### src/rtl/cbx_pkg.sv
package cbx_pkg;
  typedef enum logic [1:0] {
    GRP_SHIFT = 2'd0,
    GRP_TEST  = 2'd1,
    GRP_CLR   = 2'd2,
    GRP_SETB  = 2'd3
  } grp_e;

  localparam int FL_C  = 0;
  localparam int FL_N  = 1;
  localparam int FL_PV = 2;
  localparam int FL_H  = 3;
  localparam int FL_Z  = 4;
  localparam int FL_S  = 5;
  localparam int FL_W  = 6;

  localparam logic [2:0] MEM_FIELD = 3'd6;

  function automatic logic even_ones(input logic [7:0] v);
    return ~^v;
  endfunction

  // returns {carry_out, result}
  function automatic logic [8:0] shift_calc(input logic [2:0] p,
                                            input logic [7:0] a,
                                            input logic cin);
    logic [8:0] o;
    case (p)
      3'd0:    o = {a[7], a[6:0], a[7]};
      3'd1:    o = {a[0], a[0], a[7:1]};
      3'd2:    o = {a[7], a[6:0], cin};
      3'd3:    o = {a[0], cin, a[7:1]};
      3'd4:    o = {a[7], a[6:0], 1'b0};
      3'd5:    o = {a[0], a[7], a[7:1]};
      3'd6:    o = {a[7], a[6:0], 1'b1};
      default: o = {a[0], 1'b0, a[7:1]};
    endcase
    return o;
  endfunction
endpackage

### src/rtl/cbx_decode.sv
module cbx_decode
  import cbx_pkg::*;
(
  input  logic [7:0] code,
  input  logic       indexed,
  output grp_e       grp,
  output logic [2:0] sel_p,
  output logic [2:0] sel_r,
  output logic       reg_copy
);
  always_comb begin
    grp      = grp_e'(code[7:6]);
    sel_p    = code[5:3];
    sel_r    = code[2:0];
    reg_copy = indexed && (code[2:0] != MEM_FIELD) && (code[7:6] != 2'd1);
  end
endmodule

### src/rtl/cbx_shift.sv
module cbx_shift
  import cbx_pkg::*;
#(
  parameter int DATA_W = 8
) (
  input  logic [2:0]        sel_p,
  input  logic [DATA_W-1:0] a,
  input  logic              cin,
  output logic [DATA_W-1:0] res,
  output logic              cout
);
  logic [8:0] calc;
  always_comb begin
    calc = shift_calc(sel_p, a, cin);
    res  = calc[DATA_W-1:0];
    cout = calc[8];
  end
endmodule

### src/rtl/cbx_bitop.sv
module cbx_bitop #(
  parameter int DATA_W = 8,
  localparam int IDX_W = $clog2(DATA_W)
) (
  input  logic [IDX_W-1:0]  idx,
  input  logic [DATA_W-1:0] a,
  input  logic              set_mode,
  output logic [DATA_W-1:0] res,
  output logic              tested
);
  logic [DATA_W-1:0] mask;
  for (genvar i = 0; i < DATA_W; i++) begin : g_mask
    assign mask[i] = (idx == IDX_W'(i));
  end
  assign res    = set_mode ? (a | mask) : (a & ~mask);
  assign tested = |(a & mask);
endmodule

### src/rtl/cbx_unit.sv
module cbx_unit
  import cbx_pkg::*;
#(
  parameter int DATA_W = 8
) (
  input  logic              clk,
  input  logic              rst_n,
  input  logic              op_valid,
  input  logic [7:0]        op_code,
  input  logic              op_indexed,
  input  logic [DATA_W-1:0] op_data,
  input  logic [FL_W-1:0]   op_flags,
  output logic              res_valid,
  output logic [DATA_W-1:0] res_data,
  output logic              res_wb,
  output logic [FL_W-1:0]   res_flags,
  output logic              res_reg_copy,
  output logic [2:0]        res_reg_sel
);
  grp_e              grp;
  logic [2:0]        sel_p, sel_r;
  logic              copy_d;
  logic [DATA_W-1:0] sh_res, bo_res;
  logic              sh_c, bo_tested;
  logic [DATA_W-1:0] nxt_data;
  logic [FL_W-1:0]   nxt_flags;
  logic              nxt_wb;

  cbx_decode u_dec (
    .code(op_code), .indexed(op_indexed), .grp(grp),
    .sel_p(sel_p), .sel_r(sel_r), .reg_copy(copy_d)
  );

  cbx_shift #(.DATA_W(DATA_W)) u_sh (
    .sel_p(sel_p), .a(op_data), .cin(op_flags[FL_C]),
    .res(sh_res), .cout(sh_c)
  );

  cbx_bitop #(.DATA_W(DATA_W)) u_bo (
    .idx(sel_p), .a(op_data), .set_mode(grp == GRP_SETB),
    .res(bo_res), .tested(bo_tested)
  );

  always_comb begin
    nxt_data  = op_data;
    nxt_flags = op_flags;
    nxt_wb    = 1'b1;
    case (grp)
      GRP_SHIFT: begin
        nxt_data          = sh_res;
        nxt_flags[FL_S]   = sh_res[DATA_W-1];
        nxt_flags[FL_Z]   = (sh_res == '0);
        nxt_flags[FL_H]   = 1'b0;
        nxt_flags[FL_PV]  = even_ones(sh_res);
        nxt_flags[FL_N]   = 1'b0;
        nxt_flags[FL_C]   = sh_c;
      end
      GRP_TEST: begin
        nxt_wb          = 1'b0;
        nxt_flags[FL_Z] = ~bo_tested;
        nxt_flags[FL_H] = 1'b1;
        nxt_flags[FL_N] = 1'b0;
      end
      default: nxt_data = bo_res;
    endcase
  end

  always_ff @(posedge clk) begin
    if (!rst_n) begin
      res_valid    <= 1'b0;
      res_data     <= '0;
      res_wb       <= 1'b0;
      res_flags    <= '0;
      res_reg_copy <= 1'b0;
      res_reg_sel  <= '0;
    end else begin
      res_valid <= op_valid;
      if (op_valid) begin
        res_data     <= nxt_data;
        res_wb       <= nxt_wb;
        res_flags    <= nxt_flags;
        res_reg_copy <= copy_d;
        res_reg_sel  <= sel_r;
      end
    end
  end

  // Named events for the assertions
  logic was_shift, was_test, was_bitwr, was_sls;
  assign was_shift = op_valid && (op_code[7:6] == 2'd0);
  assign was_test  = op_valid && (op_code[7:6] == 2'd1);
  assign was_bitwr = op_valid && op_code[7];
  assign was_sls   = was_shift && (op_code[5:3] == 3'd6);

  assert_latency_R9: assert property (@(posedge clk) disable iff (!rst_n)
    op_valid |=> res_valid);
  assert_idle_R9: assert property (@(posedge clk) disable iff (!rst_n)
    !op_valid |=> !res_valid);
  assert_sls_bit0_R4: assert property (@(posedge clk) disable iff (!rst_n)
    was_sls |=> (res_data[0] && res_flags[FL_C] == $past(op_data[DATA_W-1])));
  assert_shift_flags_R5: assert property (@(posedge clk) disable iff (!rst_n)
    was_shift |=> (!res_flags[FL_H] && !res_flags[FL_N] &&
                   res_flags[FL_Z] == (res_data == '0)));
  assert_test_nowrite_R6: assert property (@(posedge clk) disable iff (!rst_n)
    was_test |=> (!res_wb && res_flags[FL_H] &&
                  res_flags[FL_C] == $past(op_flags[FL_C]) &&
                  res_data == $past(op_data)));
  assert_bitwr_flags_R7: assert property (@(posedge clk) disable iff (!rst_n)
    was_bitwr |=> (res_wb && res_flags == $past(op_flags)));
  assert_copy_field_R8: assert property (@(posedge clk) disable iff (!rst_n)
    res_reg_copy |-> (res_wb && res_reg_sel != MEM_FIELD));
endmodule

### config.mk
export PLATFORM = sky130hd
export DESIGN_NAME = cbx_unit
export DESIGN_NICKNAME = d
export VERILOG_FILES = /design/src/rtl/cbx_pkg.sv /design/src/rtl/cbx_decode.sv /design/src/rtl/cbx_shift.sv /design/src/rtl/cbx_bitop.sv /design/src/rtl/cbx_unit.sv
export SDC_FILE = /design/constraint.sdc
export NUM_CORES = 1
export LEC_CHECK = 0
export ABC_AREA = 0
export BUFFER_PORTS_ARGS = -buffer_cell sky130_fd_sc_hd__buf_4
export CORE_MARGIN = 4
export CORE_UTILIZATION = 53
export CTS_BUF_LIST = sky130_fd_sc_hd__clkbuf_16
export DETAILED_ROUTE_END_ITERATION = 10
export PLACE_DENSITY = 0.84
export SYNTH_ARGS = -nofsm -noshare
export SYNTH_HDL_FRONTEND = slang
export SYNTH_SLANG_ARGS = --single-unit
### constraint.sdc
create_clock -name clk -period 2.55 [get_ports clk]
set_input_delay 0.3825 -clock clk [delete_from_list [all_inputs] [get_ports clk]]
set_output_delay 0.3825 -clock clk [all_outputs]
set_load 0.03 [all_outputs]
==> results.txt <==
- The worst hold path belongs to the class in -> reg.
- By area the synthesized netlist is led by dfxtp_1 30%, mux2i_1 9.6%, o21ai_0 7.8%, a31oi_1 4.2%, ha_1 3.7%.
* Starting density of the core: 0.549
- WP data arrival: around 1900 ps
- Fraction of the yosys area taken by sequential cells: 0.297
- In this design, the stage delay of the slowest critical-path cell is 280 ps.
- In the routed layout, each cell is associated on average with a via count of between 5 and 6.
- Power spent charging and discharging nets: ~280 uW
- During synthesis, Yosys emitted a total of 0 warnings.
* Resize count post-CTS: 0
- Largest area contributor in the synthesized netlist: dfxtp_1
- Area added between synthesis and finish: 26.9%
- Number of global-route vias before repair: about 1200
- The initial antenna violation count was 0.
- Of all flip-flops after synthesis, the portion carrying an async set or reset was 0.
* Clock tree from TritonCTS: done
- Setup_tns: 0 ps
- Startpoint of the tightest hold check path: op_code[0]
- Hold Vio Cnt, Final: 0
* MaxCap Viol Count: 0
- Total CTS buffers: 3
* H-tree level count: 1
- Fill cell instance count of the final layout: 190
- For this design the top-level I/O count stands at between 40 and 50.
- The region available for standard cell placement spans roughly 2500 um2.
- The floorplan has 18 rows.
- The worst setup path is captured at a flip-flop.
- For this design the static power due to leakage is between 0.7 and 0.8 nW.
- Setup Viol. Count Final: 0
- Residual antenna-violating net count after detailed routing: 0
- Setup repair after global routing missed its margin: false
- IR analysis of the VDD net gives a maximum drop of between 600 and 700 uV.
- Post-CTS Setup Bufs: 0
* Vertical die dimension: ~58 um
* Drt drc: 0
* Dominant cell type by count on the critical path: xnor2_1
* Clock latency of the later-clocked register in the worst-skew pair: approximately 250 ps
* Number of buffers inserted by hold repair at cts: 0
* Clock transition at the registers of the reported paths: about 50 ps
- Maximum fanout along the worst path: 16
* Post-DP HPWL: roughly 2600 um
* Share of Yosys cell area claimed by the top area cell type: 0.297
- Drt pass-1 iters: 5
* Wirelength, routed: approximately 3600 um
- Clk_skew: 0 ps
- After global routing the overflow that remains totals 0.
* Die Outline Area: 3420 um2
* Time the worst path needs with I/O delays and setup: 1760 ps
* Share of the clock period used by the worst path: 0.689
- The repair_antennas step left the layout with diodes totalling 0.
- In the post-synthesis netlist, the cell with the most instances is o21ai_0.
- In this run the clock root is driven by a clkbuf_16.
- Power per cell area: between 500 and 600 nW/um2
- The number of different library cells used by synthesis comes to 41.
- Placed Instances: roughly 220
- Cells after synthesis: between 150 and 200
- The worst setup path is of the in -> reg kind.
* Main flop type after synthesis: dfxtp_1
- Static timing analysis puts the maximum clock frequency at 569 MHz.
* Slew at the pin with the worst max-slew slack: between 300 and 400 ps
- Num Clock Sinks: 20
- X dimension of the die: approximately 60 um
- Mean cell area of the mapped netlist: roughly 8.3 um2
* Startpoint type of the worst setup path: primary input
- Number of max-slew violations in the final report: 0
- The synthesized design contains 0 enable-type register cells.
* Placement Cell Area: approximately 1600 um2
- Final instance count without filler cells: 224
- The share of total power dissipated in combinational logic is 0.295.
- CP startpoint: op_code[5]
- Of the total power, the share spent switching nets is 0.296.
* Synth top cells by count: 21 x o21ai_0, 20 x dfxtp_1, 13 x mux2i_1
* Power share of the sequential group: 0.369
- The worst register-to-register path begins at res_data[0].
- Total standard cell area after synthesis: 1350 um2
- The first global-routing pass estimated 5710 um of wire.
- Via Count: between 1000 and 1500
- Buffers placed on the I/O ports in this run total between 40 and 50.
* Final GP Congestion: ~0.87
- Overall Power: roughly 940 uW
* Crit path required time: between 2000 and 3000 ps
* Relative contribution of the clock network to total power: 0.335
- The finished cells cover ~1700 um2.
- Maximum number of buffers from clock root to sink: 2
- In the final routed layout, each cell accounts on average for 15.8 um.
- In this run, the number of DRC markers left after iteration 0 of detailed routing was between 40 and 50.
* Critical-path cell with the highest stage delay: ha_1
- Normalized max-slew margin: 0.773
- Pin count of the biggest net entering global routing: 37
- Of the cells placed in the final design, the portion with a size suffix greater than 1 is 0.258.
- The run finished with clean final reports.
- Nets@finish: ~230
- In this run, synthesis produced a sequential element count of 20.
- The internal power of the cells totals 662 uW.
* Global router's overall resource usage: 0.212
* Worst-path cell chain: buf_4 > and2b_1 > o22ai_1 > o21a_1 > ha_1 > xnor2_1 > xnor2_1 > mux2i_1 > a21oi_1
- Synthesis produced a netlist with a net count of 192.
[layout make-up]
type	count	area, um2	area share
Sequential cell	20	400	0.234
Clock buffer	3	75.1	0.0439
Multi-Input combinational cell	125	857	0.501
Tap cell	30	37.5	0.0219
Inverter	1	3.75	0.00219
Timing Repair Buffer	45	338	0.197
[sequential cells by signal (all words and copies together) (netlist names)]
register and flops:
res_data 8, res_flags 6, res_reg_sel 3, res_reg_copy 1, res_valid 1, res_wb 1
[logic make-up (layout without fill, tap and decap cells)]
logic type	Yosys count	in the layout	synth area share
xor+xnor	3	3	0.0195
flops	20	20	0.297
compound gates	60	60	0.281
mux	14	14	0.113
fa+ha+maj	4	4	0.0371
simple gates	44	44	0.185
buf+inv	17	49	0.0677
[power groups by stage]
| stage | clock (mW) | sequential, mW | combinational, mW |
|---|---|---|---|
| 3_5_place_dp | 0 | 0.353 | 0.275 |
| 4_1_cts | 0.322 | 0.347 | 0.278 |
| 3_3_place_gp | 0 | 0.352 | 0.266 |
| 6_report | 0.315 | 0.347 | 0.278 |
| 2_1_floorplan | 0 | 0.397 | 0.135 |
| 5_1_grt | 0.335 | 0.349 | 0.301 |
[cell usage in the layout, fill, tap and decap left out, drive strengths merged, types with 2 or more instances in the layout]
master and n:
a21boi 3, a21oi 8, a31oi 9, and3 3
buf 45, clkbuf 3, dfxtp 20, ha 4
mux2i 13, nand2 10, nand2b 5, nand3 4
nor2 3, nor2b 6, nor3 4, nor4bb 2
o211ai 6, o21ai 21, o22ai 2, o311a 2
xnor2 3
[worst paths after layout]
check	end	slack, ps	cells past startpoint
max reg2reg	res_data[0]	1630	3
min reg2reg	res_flags[0]	480	2
max	res_flags[2]	790	9
min	res_reg_sel[0]	410	3
[per-layer routing]
metal / part of all wire / vias to the layer above / global-route usage
met1: 0.42 / 636 / 0.264
met3: 0.048 / 5 / 0.0526
met4: 0.0085 / 0 / 0.0530
li1: - / 672 / -
met2: 0.52 / 30 / 0.365
met5: 0 / - / 0
[stage by stage]
| stage | hold WS, ps | utilization | setup slack (ps) |
|---|---|---|---|
| CTS | 405 | 0.697 | 787 |
| finish | 409 | 0.697 | 792 |
| global route | 413 | 0.697 | 672 |
| detailed placement | 482 | 0.667 | 554 |
| global placement | 463 | 0.667 | 676 |
| floorplan | 532 | - | 772 |
[critical path: cells and delay by family]
family	cells	cell delay (ps)
AO/OA/AOI/OAI	3	400
AND/OR/NAND/NOR	1	210
adder cells (fa/ha/maj)	1	280
buffers and inverters	1	160
XOR/XNOR	2	390
multiplexers	1	100
Note: power is estimated with default switching activity, not from simulation.
